$ cat src/rtl/synth_prog_pkg.sv
package synth_prog_pkg;
  localparam int WORD_W = 24;
  localparam int ADDR_W = 2;
  localparam int EXT_ADDR_W = 3;

  typedef enum logic [ADDR_W-1:0] {
    ADR_A   = 2'b00,
    ADR_B   = 2'b01,
    ADR_C   = 2'b10,
    ADR_EXT = 2'b11
  } addr_e;

  localparam logic [EXT_ADDR_W-1:0] ADR_D = 3'b110;

  typedef struct packed {
    logic        mod5;
    logic [2:0]  frac_inc;
    logic [15:0] main_ratio;
    logic [9:0]  ref_ratio;
    logic [1:0]  lock_mode;
    logic        main_pwr;
    logic        aux_pwr;
    logic [7:0]  dac;
    logic [13:0] aux_ratio;
    logic [1:0]  cp_sel;
    logic [2:0]  main_cmp_sel;
    logic [2:0]  aux_cmp_sel;
    logic        tspu;
  } cfg_t;
endpackage

$ cat src/rtl/bus_sync.sv
module bus_sync #(
  parameter int STAGES = 2,
  parameter int W      = 3
) (
  input  logic         clk_i,
  input  logic         rst_ni,
  input  logic [W-1:0] d_i,
  output logic [W-1:0] q_o
);
  logic [STAGES-1:0][W-1:0] pipe_q;

  always_ff @(posedge clk_i or negedge rst_ni) begin
    if (!rst_ni) begin
      pipe_q <= '0;
    end else begin
      pipe_q[0] <= d_i;
      for (int s = 1; s < STAGES; s++) pipe_q[s] <= pipe_q[s-1];
    end
  end

  assign q_o = pipe_q[STAGES-1];
endmodule

$ cat src/rtl/word_shifter.sv
module word_shifter #(
  parameter int W = 24
) (
  input  logic         clk_i,
  input  logic         rst_ni,
  input  logic         shift_en_i,
  input  logic         bit_i,
  output logic [W-1:0] word_o
);
  always_ff @(posedge clk_i or negedge rst_ni) begin
    if (!rst_ni)         word_o <= '0;
    else if (shift_en_i) word_o <= {bit_i, word_o[W-1:1]};  // lsb first
  end
endmodule

$ cat src/rtl/prog_regs.sv
module prog_regs
  import synth_prog_pkg::*;
#(
  parameter cfg_t DEFAULTS = '0
) (
  input  logic              clk_i,
  input  logic              rst_ni,
  input  logic              latch_i,
  input  logic              strobe_fall_i,
  input  logic [WORD_W-1:0] word_i,
  output cfg_t              cfg_o,
  output logic              speedup_o
);
  addr_e      addr;
  logic [2:0] ext_addr;
  logic [7:0] dac_stage_q;
  logic       spd_win_q;
  cfg_t       cfg_q;

  assign addr     = addr_e'(word_i[WORD_W-1 -: ADDR_W]);
  assign ext_addr = word_i[WORD_W-1 -: EXT_ADDR_W];

  always_ff @(posedge clk_i or negedge rst_ni) begin
    if (!rst_ni) begin
      cfg_q       <= DEFAULTS;
      dac_stage_q <= DEFAULTS.dac;
    end else if (latch_i) begin
      unique case (addr)
        ADR_A: begin
          cfg_q.mod5       <= word_i[21];
          cfg_q.frac_inc   <= word_i[20:18];
          cfg_q.main_ratio <= word_i[17:2];
          cfg_q.dac        <= dac_stage_q;
        end
        ADR_B: begin
          cfg_q.ref_ratio <= word_i[21:12];
          cfg_q.lock_mode <= word_i[11:10];
          cfg_q.main_pwr  <= word_i[9];
          cfg_q.aux_pwr   <= word_i[8];
          dac_stage_q     <= word_i[7:0];
        end
        ADR_C: begin
          cfg_q.aux_ratio    <= word_i[21:8];
          cfg_q.cp_sel       <= word_i[7:6];
          cfg_q.main_cmp_sel <= word_i[5:3];
          cfg_q.aux_cmp_sel  <= word_i[2:0];
        end
        ADR_EXT: begin
          if (ext_addr == ADR_D) cfg_q.tspu <= word_i[0];
        end
        default: ;
      endcase
    end
  end

  always_ff @(posedge clk_i or negedge rst_ni) begin
    if (!rst_ni)                     spd_win_q <= 1'b0;
    else if (latch_i && addr == ADR_A) spd_win_q <= 1'b1;
    else if (strobe_fall_i)          spd_win_q <= 1'b0;
  end

  assign cfg_o     = cfg_q;
  assign speedup_o = spd_win_q | cfg_q.tspu;

  AST_DAC_ONLY_ON_A: assert property (@(posedge clk_i) disable iff (!rst_ni)
    !$stable(cfg_q.dac) |-> $past(latch_i && addr == ADR_A));
  AST_WRITE_ON_LATCH: assert property (@(posedge clk_i) disable iff (!rst_ni)
    !$stable(cfg_q) |-> $past(latch_i));
  AST_BAD_ADDR_HOLD: assert property (@(posedge clk_i) disable iff (!rst_ni)
    (latch_i && ext_addr == 3'b111) |=> $stable(cfg_q));
  AST_SPDUP_CLEAR: assert property (@(posedge clk_i) disable iff (!rst_ni)
    (strobe_fall_i && !cfg_q.tspu) |=> !speedup_o);
endmodule

$ cat src/rtl/synth_prog_if.sv
module synth_prog_if
  import synth_prog_pkg::*;
#(
  parameter int          SYNC_STAGES    = 2,
  parameter logic [15:0] DEF_MAIN_RATIO = 16'd2000,
  parameter logic [9:0]  DEF_REF_RATIO  = 10'd26,
  parameter logic [13:0] DEF_AUX_RATIO  = 14'd1000,
  parameter logic [7:0]  DEF_DAC        = 8'd80
) (
  input  logic        clk_i,
  input  logic        rst_ni,
  input  logic        bus_clk_i,
  input  logic        bus_data_i,
  input  logic        bus_strobe_i,
  input  logic        pwr_pin_i,
  output logic        mod5_o,
  output logic [2:0]  frac_inc_o,
  output logic [15:0] main_ratio_o,
  output logic [9:0]  ref_ratio_o,
  output logic [1:0]  lock_mode_o,
  output logic        main_on_o,
  output logic        aux_on_o,
  output logic [7:0]  dac_o,
  output logic [13:0] aux_ratio_o,
  output logic [1:0]  cp_sel_o,
  output logic [2:0]  main_cmp_sel_o,
  output logic [2:0]  aux_cmp_sel_o,
  output logic        speedup_o
);
  localparam cfg_t DEF_CFG = '{
    mod5: 1'b0, frac_inc: 3'd0, main_ratio: DEF_MAIN_RATIO,
    ref_ratio: DEF_REF_RATIO, lock_mode: 2'd0, main_pwr: 1'b1,
    aux_pwr: 1'b1, dac: DEF_DAC, aux_ratio: DEF_AUX_RATIO,
    cp_sel: 2'd0, main_cmp_sel: 3'd0, aux_cmp_sel: 3'd0, tspu: 1'b0};

  logic [2:0]        sync_q;
  logic              s_clk, s_data, s_strobe;
  logic              clk_d, strobe_d;
  logic              clk_rise, strobe_rise, strobe_fall;
  logic [WORD_W-1:0] word;
  cfg_t              cfg;

  bus_sync #(.STAGES(SYNC_STAGES), .W(3)) u_sync (
    .clk_i (clk_i),
    .rst_ni(rst_ni),
    .d_i   ({bus_strobe_i, bus_data_i, bus_clk_i}),
    .q_o   (sync_q)
  );
  assign {s_strobe, s_data, s_clk} = sync_q;

  always_ff @(posedge clk_i or negedge rst_ni) begin
    if (!rst_ni) begin
      clk_d    <= 1'b0;
      strobe_d <= 1'b0;
    end else begin
      clk_d    <= s_clk;
      strobe_d <= s_strobe;
    end
  end

  assign clk_rise    = s_clk & ~clk_d;
  assign strobe_rise = s_strobe & ~strobe_d;
  assign strobe_fall = ~s_strobe & strobe_d;

  word_shifter #(.W(WORD_W)) u_shift (
    .clk_i     (clk_i),
    .rst_ni    (rst_ni),
    .shift_en_i(clk_rise & ~s_strobe),
    .bit_i     (s_data),
    .word_o    (word)
  );

  prog_regs #(.DEFAULTS(DEF_CFG)) u_regs (
    .clk_i        (clk_i),
    .rst_ni       (rst_ni),
    .latch_i      (strobe_rise),
    .strobe_fall_i(strobe_fall),
    .word_i       (word),
    .cfg_o        (cfg),
    .speedup_o    (speedup_o)
  );

  assign mod5_o         = cfg.mod5;
  assign frac_inc_o     = cfg.frac_inc;
  assign main_ratio_o   = cfg.main_ratio;
  assign ref_ratio_o    = cfg.ref_ratio;
  assign lock_mode_o    = cfg.lock_mode;
  assign dac_o          = cfg.dac;
  assign aux_ratio_o    = cfg.aux_ratio;
  assign cp_sel_o       = cfg.cp_sel;
  assign main_cmp_sel_o = cfg.main_cmp_sel;
  assign aux_cmp_sel_o  = cfg.aux_cmp_sel;
  assign main_on_o      = pwr_pin_i ^ cfg.main_pwr;
  assign aux_on_o       = pwr_pin_i ^ cfg.aux_pwr;

  AST_FROZEN_ON_STROBE: assert property (@(posedge clk_i) disable iff (!rst_ni)
    s_strobe |=> $stable(word));
  AST_LATCH_NEEDS_RISE: assert property (@(posedge clk_i) disable iff (!rst_ni)
    !$stable(cfg) |-> $past(s_strobe));
endmodule

$ cat config.mk
export PLATFORM = sky130hd
export DESIGN_NAME = synth_prog_if
export DESIGN_NICKNAME = d
export VERILOG_FILES = /design/src/rtl/synth_prog_pkg.sv /design/src/rtl/bus_sync.sv /design/src/rtl/word_shifter.sv /design/src/rtl/prog_regs.sv /design/src/rtl/synth_prog_if.sv
export SDC_FILE = /design/constraint.sdc
export NUM_CORES = 1
export LEC_CHECK = 0
export ABC_CLOCK_PERIOD_IN_PS = 2100
export BUFFER_PORTS_ARGS = -buffer_cell sky130_fd_sc_hd__buf_2
export CORE_UTILIZATION = 35
export CTS_CLUSTER_SIZE = 12
export DETAILED_ROUTE_END_ITERATION = 12
export SETUP_SLACK_MARGIN = 0.05
export SYNTH_ARGS = -nofsm -noshare
export SYNTH_HDL_FRONTEND = slang
export SYNTH_SLANG_ARGS = --single-unit
$ cat constraint.sdc
create_clock -name clk_i -period 2.1 [get_ports clk_i]
set_clock_uncertainty 0.1 [all_clocks]
set_input_delay 0.105 -clock clk_i [delete_from_list [all_inputs] [get_ports clk_i]]
set_output_delay 0.105 -clock clk_i [all_outputs]
set_load 0.02 [all_outputs]
# Yosys cells after proc, flatten, opt, wreduce, memory -nomap -nowiden
# Cells that the tools add are included.
# op_classes
n_eq_ne	4
muxes	2
bitwise	10
n_reduce_logical	7
# op_table
op	n
$reduce_and A2 Y1	3
$and A1 B1 Y1	4
$eq A2 B2 Y1 const B	2
$eq A3 B3 Y1 const B	1
$not A1 Y1	3
$reduce_and A3 Y1	1
$eq A2 B1 Y1 const B	1
$logic_not A2 Y1	1
$mux W1	2
$reduce_bool A2 Y1	1
$xor A1 B1 Y1	2
$logic_and A1 B1 Y1	1
$or A1 B1 Y1	1
# totals
register_bits	106
out_inout_bits	65

# Depth between registers and ports, before layout
# Gate-level depths: netlist of the first run.
# depth
word_depth	4
ltp_mapped	4
ltp_nobuf	3

# Hierarchy
# Synthesis of the first run repeated with hierarchy kept, for this count alone.
# hier_totals
hier_cells	228
hier_area_um2	4055.1
# by_module_without_submodules
mod	instances	cells_per_inst	area_per_inst_um2	seq_area_each_um2
prog_regs	1	161	2797.7	1878.1
word_shifter	1	51	997.2	600.6
bus_sync	1	9	172.7	150.1
synth_prog_if	1	7	87.6	50.0

# Worst setup path before layout of the first run
# No wires, ideal clock.
# synth_path
path_type	reg2reg
startpoint	register u_sync.pipe_q (netlist bit u_sync.q_o[2])
endpoint	register u_shift.word_o[0]
arrival_time_ps	1324
required_ps	1875
path_slack_ps	551
stages_incl_launch_ff	4
n_path_buf	1
synth_period_minus_slack_ps	1549
cell_sequence	dfrtp_1 > nor3b_2 > buf_6 > mux2_2
# synth_via
elab_chain_len	2
# synth_rtl
item	line_no	source
start: declaration	bus_sync.sv:10	logic [STAGES-1:0][W-1:0] pipe_q;
$not A1 Y1	synth_prog_if.sv:68	.shift_en_i(clk_rise & ~s_strobe),
$and A1 B1 Y1	synth_prog_if.sv:68	
end signal: assignment	word_shifter.sv:12	else if (shift_en_i) word_o <= {bit_i, word_o[W-1:1]};
end: declaration	word_shifter.sv:8	output logic [W-1:0] word_o
# No other way between the ends.
# A chain may end at the register's enable or synchronous reset.

# Worst setup path after layout of the first run
# layout_path
startpoint	register u_sync.pipe_q (netlist bit u_sync.q_o[2])
endpoint	register u_regs.cfg_q (netlist bit u_regs.cfg_o[24])
# layout_via
elab_chain_len	2
# layout_rtl
item	line_no	source
$and A1 B1 Y1	synth_prog_if.sv:62	assign strobe_rise = s_strobe & ~strobe_d;
$reduce_and A2 Y1 (no line)	n/a	
end: declaration	prog_regs.sv:18	cfg_t cfg_q;
# No other way between the ends.

==> impl_metrics.yaml, run 1 <==
status:
  status: "complete, no violations"
layout:
  nets: 314
  antennaDiodeCount: 0
  area_growth_pct: 9.80
  final_cell_area_sq_um: 4880
  num-fill-cells: 1198
  drive_gt1_share_pct: 68.7
drt:
  routed_wl_mm: 7.22
  drtPass1Iterations: 3
  wl_per_cell_microns: 15.0
  ant_nets: 0
  dr.first_iter.drc_count: 70
  dr_total_vias: 2112
  drt-vias-per-instance: 4.39
  drc: 0
placement:
  hpwl_mm: 4.78
  port-buffer-count: 70
  gp_congestion: 0.668
  pre_cts_ws_ns: 0.393
  placed_area_sq_um: 4530
power_and_ir_drop:
  leakage_nw: 2.48
  power_density_nw_per_um2: 1020
  ir_worst_vdd_mv: 0.478
sta:
  hold_ws_ns: 0.200
  fmax_mhz: 587
  setup_violations: 0
  finalSetupTns_ns: 0
  hold_viol_final: 0
  drv_slew: 0
  fin_crit_ns: 1.70
  rsz0062_at_grt: "no"
  max_slew_margin_pct: 63.0
  final.setup.worst_slack_ns: 0.396
  period_share_pct: 81.2
  worst_pin_slew_ns: 0.555
critical_path:
  r2r_end: "u_regs.cfg_o[24]$_DFFE_PN0P_"
  r2r_setup_slack_ns: 0.40
  cp-end-kind: "register"
  critPathLaunchType: "register"
  crit_required_ns: 2.23
  crit_start: "u_sync.q_o[2]$_DFF_PN0_"
  crit_fanout: 19
  crit_type: "reg2reg"
  crit_arrival_ns: 1.83
  r2r-start: "u_sync.q_o[2]$_DFF_PN0_"
  r2r_cells: 3
floorplan:
  row_count: 40
  floorplan.die_area_sq_um: 13100
  initial_utilization_pct: 36.4
  fp.dieW_microns: 115
  die_h_microns: 115
  coreArea_sq_um: 12200
  ioPinCount: 71
synth:
  yosysUniqueCellTypes: 17
  synth_mux_area_share_pct: 24.6
  synth-seq-cells: 106
  avgSynthCellArea_sq_um: 15.6
  synth-seq-area-share_pct: 60.3
  yosysTopAreaCell: "dfrtp_1"
  synth_compound_area_share_pct: 0.169
  synth_top_family_by_area: "multiplexers"
  synthXorXnorAreaFrac_pct: 0.394
  synth_area_sq_um: 4440
  synth-adder-area-share_pct: 0
  syn_nets: 290
  synthCells: 284
  ys_warn_count: 0
  synth-simple-area-share_pct: 1.94
  yosysTopAreaCellShare_pct: 47.9
  synth_area_leaders: "dfrtp_1 (48%), mux2_2 (24%), dfstp_2 (12%)"
clocking:
  clk_pin_slew_ns: 0.07
  cts_resized: 0
  clkSinkCount: 106
  insertion_delay_ns: 0.34
  cts_made_buffers: 9
  clock_path_buffers: 2
  cts_max_level: 3
  post_cts_buffers: 0
  cts_tree: "built"
  clockRootBuffer: "clkbuf_16"
job:
  max_cap_violations: 0
global_routing:
  grt_pass1_wl_mm: 12.0
  grt_max_degree: 50
  grt_overflow: 0
  grt_pass1_vias: 2215
  grtUsageTotal_pct: 12.3
  antenna_found_initial: 0
min_path:
  holdCritPathClass: "in2async"
==> worst max-delay path, cell delays in order, from the launching register on <==
cell     delay (ns)
dfrtp_1        0.48
nor4b_4        0.26
buf_4          0.36
mux2_2         0.38
==> power breakdown <==
group          leakage [nW]  internal [W]  switching, W  total, W
Sequential             1.36       0.00230      0.000188   0.00249
Combinational         0.981      0.000359      0.000423  0.000782
Clock                 0.141      0.000956      0.000737   0.00169
==> flip-flops by register name (all words and copies together) (netlist names) <==
signal / flops
u_regs.spd_win_q: 1
strobe_d: 1
u_regs.cfg_o: 65
u_sync.q_o: 3
u_shift.word_o: 24
u_regs.dac_stage_q: 8
clk_d: 1
u_sync.pipe_q: 3
==> how the worst max path moves through the flow <==
stage                                                    to  depth (start not counted)
after detailed placement       u_regs.cfg_o[24]$_DFFE_PN0P_                          3
after CTS                 u_regs.dac_stage_q[2]$_DFFE_PN0P_                          2
final                          u_regs.cfg_o[24]$_DFFE_PN0P_                          3
after global routing           u_regs.cfg_o[26]$_DFFE_PN0P_                          3
after global placement         u_regs.cfg_o[37]$_DFFE_PN0P_                          2
after floorplan               u_shift.word_o[0]$_DFFE_PN0P_                          3
==> cell usage after synthesis (all sizes together) <==
master and count:
nor3b 2, and4bb 1, dfstp 21, xor2 2, nor4b 1, or2 1
mux2 97, nand3b 1, nand2b 1, dfrtp 85, a21o 1, nor2 1
buf 70
==> through the flow <==
stage,cells,util [%],total power [W]
2_1_floorplan,284,-,0.00321
3_3_place_gp,461,37.1,0.00330
3_5_place_dp,461,37.1,0.00332
4_1_cts,481,39.9,0.00504
5_1_grt,481,39.9,0.00522
6_report,481,39.9,0.00496
==> placed cells by master (no fill, tap or decap), drive strengths merged, types with 2 or more instances in the layout <==
| master | Yosys | routed |
|---|---|---|
| mux2 | 97 | 97 |
| dfrtp | 85 | 85 |
| buf | 70 | 79 |
| dfstp | 21 | 21 |
| clkbuf | 0 | 10 |
| dlygate4sd3 | 0 | 4 |
| clkinvlp | 0 | 3 |
| xor2 | 2 | 2 |
| nor3b | 2 | 2 |
| clkinv | 0 | 2 |
==> area by class of cell <==
type	instances	area, sq um	area share, %
clock buffers	10	239	4.90
clock inverters	6	66.3	1.36
multi-input cells	108	1210	24.8
flip-flops and latches	106	2680	54.9
well taps	168	210	4.31
repair buffers	83	473	9.70
==> what timing repair did <==
item	CTS	global route
hold buffers	4	0
endpoints found under the setup margin	0	0
endpoints found under the hold margin	37	0
==> routing by layer <==
layer / track usage (%) / routed length [microns]
met1: 16.8 / 3450
met2: 18.5 / 3350
met3: 2.59 / 259
met4: 5.97 / 150
met5: 0 / 0
==> kinds of logic (layout without fill, tap and decap cells) <==
| group | Yosys count | in the layout |
|---|---|---|
| AOI/OAI and AO/OA | 1 | 1 |
| DFF | 106 | 106 |
| and+or+nand+nor | 8 | 8 |
| xor gates and xnor gates | 2 | 2 |
| buffers and inverters | 70 | 99 |
| muxes | 97 | 97 |
No activity file was read; power rests on OpenSTA's default activity.
==> run 2: changes to the inputs <==
- ABC_AREA: unset -> 1
- ABC_CLOCK_PERIOD_IN_PS: 2100 -> 1400
- clock period: 2.1 -> 1.4 ns (I/O delays scaled with it)
==> run 2 against run 1 <==
  * First-iteration DRC count rose by 110%
  * Synthesized cell count rose by 52%
  * Clock power increased by 55%
  * Core utilization increased by 1.0 points
  * Sequential cell count did not move
  * Cell area grew 6.0%
  * Sequential power increased by 38%
  * Critical path depth decreased by 1
  * Register-to-register slack got worse by 0.28 ns
  * Sequential share of layout area shrank 3.0 points
  * Total power grew 43%
  * Worst setup slack got worse by 0.37 ns
  * Largest cell class unchanged
==> impl_metrics.yaml, run 2 <==
drt:
  dr.first_iter.drc_count: 144
  drt-vias-per-instance: 4.40
  drc: 0
  drtPass1Iterations: 4
  routed_wl_mm: 9.02
  ant_nets: 0
  dr_total_vias: 2801
  wl_per_cell_microns: 14.2
global_routing:
  grt_pass1_wl_mm: 14.1
  grt_pass1_vias: 2736
  grtUsageTotal_pct: 14.1
  grt_max_degree: 49
  grt_overflow: 0
  antenna_found_initial: 0
layout:
  layout_common_cells: "nand2_1 (108), dfrtp_1 (83), buf_2 (66), o21ai_0 (43), o21ai_2 (34)"
  antennaDiodeCount: 0
  area_growth_pct: 14.2
  largest_reg_flops: 65
  fin_util_pct: 41.0
  final_cell_area_sq_um: 5170
  layout_commonest_cell: "nand2_1"
  drive_gt1_share_pct: 37.1
  nets: 465
synth:
  syn_nets: 439
  synth_area_sq_um: 4530
  yosys_most_used_dff: "dfrtp_1"
  avgSynthCellArea_sq_um: 10.5
  synth_edf_count: 0
  yosysTopAreaCell: "dfrtp_1"
  synth_area_leaders: "dfrtp_1 (47%), dfstp_2 (12%), buf_4 (10%)"
  synth-seq-cells: 106
  yosysTopAreaCellShare_pct: 47.0
  yosysUniqueCellTypes: 23
  synthCells: 433
  yosysMostFrequentCell: "nand2_1"
  synth_common_cells: "nand2_1 (108), dfrtp_1 (85), buf_4 (63)"
  synth-seq-area-share_pct: 59.2
  ys_async_sr_fraction_pct: 100
  ys_warn_count: 0
placement:
  hpwl_mm: 5.75
  gp_congestion: 0.728
  port-buffer-count: 70
  placed_area_sq_um: 4690
sta:
  worst_pin_slew_ns: 0.447
  rsz0062_at_grt: "yes"
  setup_violations: 0
  period_share_pct: 98.3
  fmax_mhz: 727
  drv_slew: 0
  hold_ws_ns: 0.109
  fin_crit_ns: 1.38
  hold_viol_final: 0
  max_slew_margin_pct: 70.2
clocking:
  clockRootBuffer: "clkbuf_16"
  clkSinkCount: 106
  insertion_delay_ns: 0.34
  cts_max_level: 3
  cts_tree: "built"
  clock_path_buffers: 2
  cts_made_buffers: 9
  clk_pin_slew_ns: 0.07
status:
  status: "complete, no violations"
floorplan:
  floorplan.die_area_sq_um: 13400
  ioPinCount: 71
  fp.dieW_microns: 116
  initial_utilization_pct: 35.9
  row_count: 41
  coreArea_sq_um: 12600
  die_h_microns: 116
power_and_ir_drop:
  power_w: 0.00709
  leakage_nw: 2.50
  power_density_nw_per_um2: 1370
  ir_worst_vdd_mv: 0.559
min_path:
  holdCritPathClass: "in2async"
critical_path:
  critPathLaunchType: "register"
  crit_arrival_ns: 1.21
  crit_fanout: 2
  path_cells: "xor2_1 -> buf_4"
  slowest_delay_ns: 0.55
  r2r-start: "u_shift.word_o[23]$_DFFE_PN0P_"
  r2r_end: "u_regs.cfg_o[9]$_DFFE_PN0P_"
  crit_type: "reg2out"
  r2r_cells: 6
  endpoint: "main_on_o"
  r2r_setup_slack_ns: 0.12
  cp_slowest_cell: "dfstp_2"
  crit_start: "u_regs.cfg_o[32]$_DFFE_PN1P_"
  crit_required_ns: 1.23
  cp-end-kind: "primary output"
job:
  max_cap_violations: 0
[run 2: cell types whose count changed after synthesis, moves of 2 or more]
cell | before | now
nand2_1 | 0 | 108
mux2_2 | 94 | 0
o21ai_0 | 0 | 44
o21ai_2 | 0 | 34
inv_1 | 0 | 27
o21ai_1 | 0 | 11
nand3_1 | 0 | 9
buf_2 | 0 | 3
buf_6 | 7 | 10
clkbuf_1 | 0 | 3
mux2_1 | 3 | 0
nand2_4 | 0 | 2
nor2_2 | 1 | 3
[run 2: through the flow]
| step | TNS [ns] | setup WS, ns | cells |
|---|---|---|---|
| after detailed placement | 0 | 0.0317 | 609 |
| after global placement | 0 | 0.108 | 609 |
| after CTS | 0 | 0.0160 | 629 |
| final | 0 | 0.0242 | 636 |
| after floorplan | 0 | 0.120 | 433 |
| after global routing | -0.0454 | -0.0275 | 636 |
[run 2: what timing repair did]
action | 4_1_cts | 5_1_grt
buffers inserted | 0 | 5
gates cloned | 0 | 2
endpoints found under the hold margin | 92 | 0
pin swaps | 1 | 1
resized for setup | 3 | 7
endpoints found under the setup margin | 10 | 56
hold buffers | 4 | 0
[run 2: cell families after synthesis]
logic type | count (synthesis) | synth area share (%)
compound gates | 90 | 12.8
buf+inv | 108 | 16.0
simple gates | 127 | 11.6
xor+xnor | 2 | 0.387
flops | 106 | 59.2
[run 2: area by class of cell]
type                            instances  area, sq um
Sequential cell                       106         2680
Tap cell                              172          215
Multi-Input combinational cell        219         1140
Inverter                               28          105
Timing Repair Buffer                   95          706
Clock inverter                          3         46.3
Clock buffer                           13          270
Fill cell                            1272         7450
[run 2: report_power, final]
part           switching, W  internal (W)  total [W]
Sequential         0.000132       0.00329    0.00343
Combinational      0.000672      0.000371    0.00104
Clock               0.00109       0.00154    0.00262
[run 2: routing by layer]
| layer | share of wire (%) | track usage, % |
|---|---|---|
| met1 | 48 | 18.3 |
| met2 | 46 | 22.4 |
| met3 | 4.7 | 3.40 |
| met4 | 1.3 | 6.15 |
| met5 | 0 | 0 |
[run 2: how the worst min path moves through the flow]
stage	start	end	slack, ns	cells after the start
after global routing	rst_ni	u_shift.word_o[2]$_DFFE_PN0P_	0.16	2
after detailed placement	rst_ni	u_shift.word_o[2]$_DFFE_PN0P_	-0.04	1
after CTS	rst_ni	u_shift.word_o[2]$_DFFE_PN0P_	0.12	2
after global placement	rst_ni	u_shift.word_o[2]$_DFFE_PN0P_	-0.06	1
final	rst_ni	u_shift.word_o[2]$_DFFE_PN0P_	0.11	2
after floorplan	rst_ni	clk_d$_DFF_PN0_	-0.33	0
[run 2: worst max-delay path: cells and delay by family, from the launching register on]
kind	cells	cell delay [ns]
buf+inv	1	0.16
flops	1	0.55
xor+xnor	1	0.15
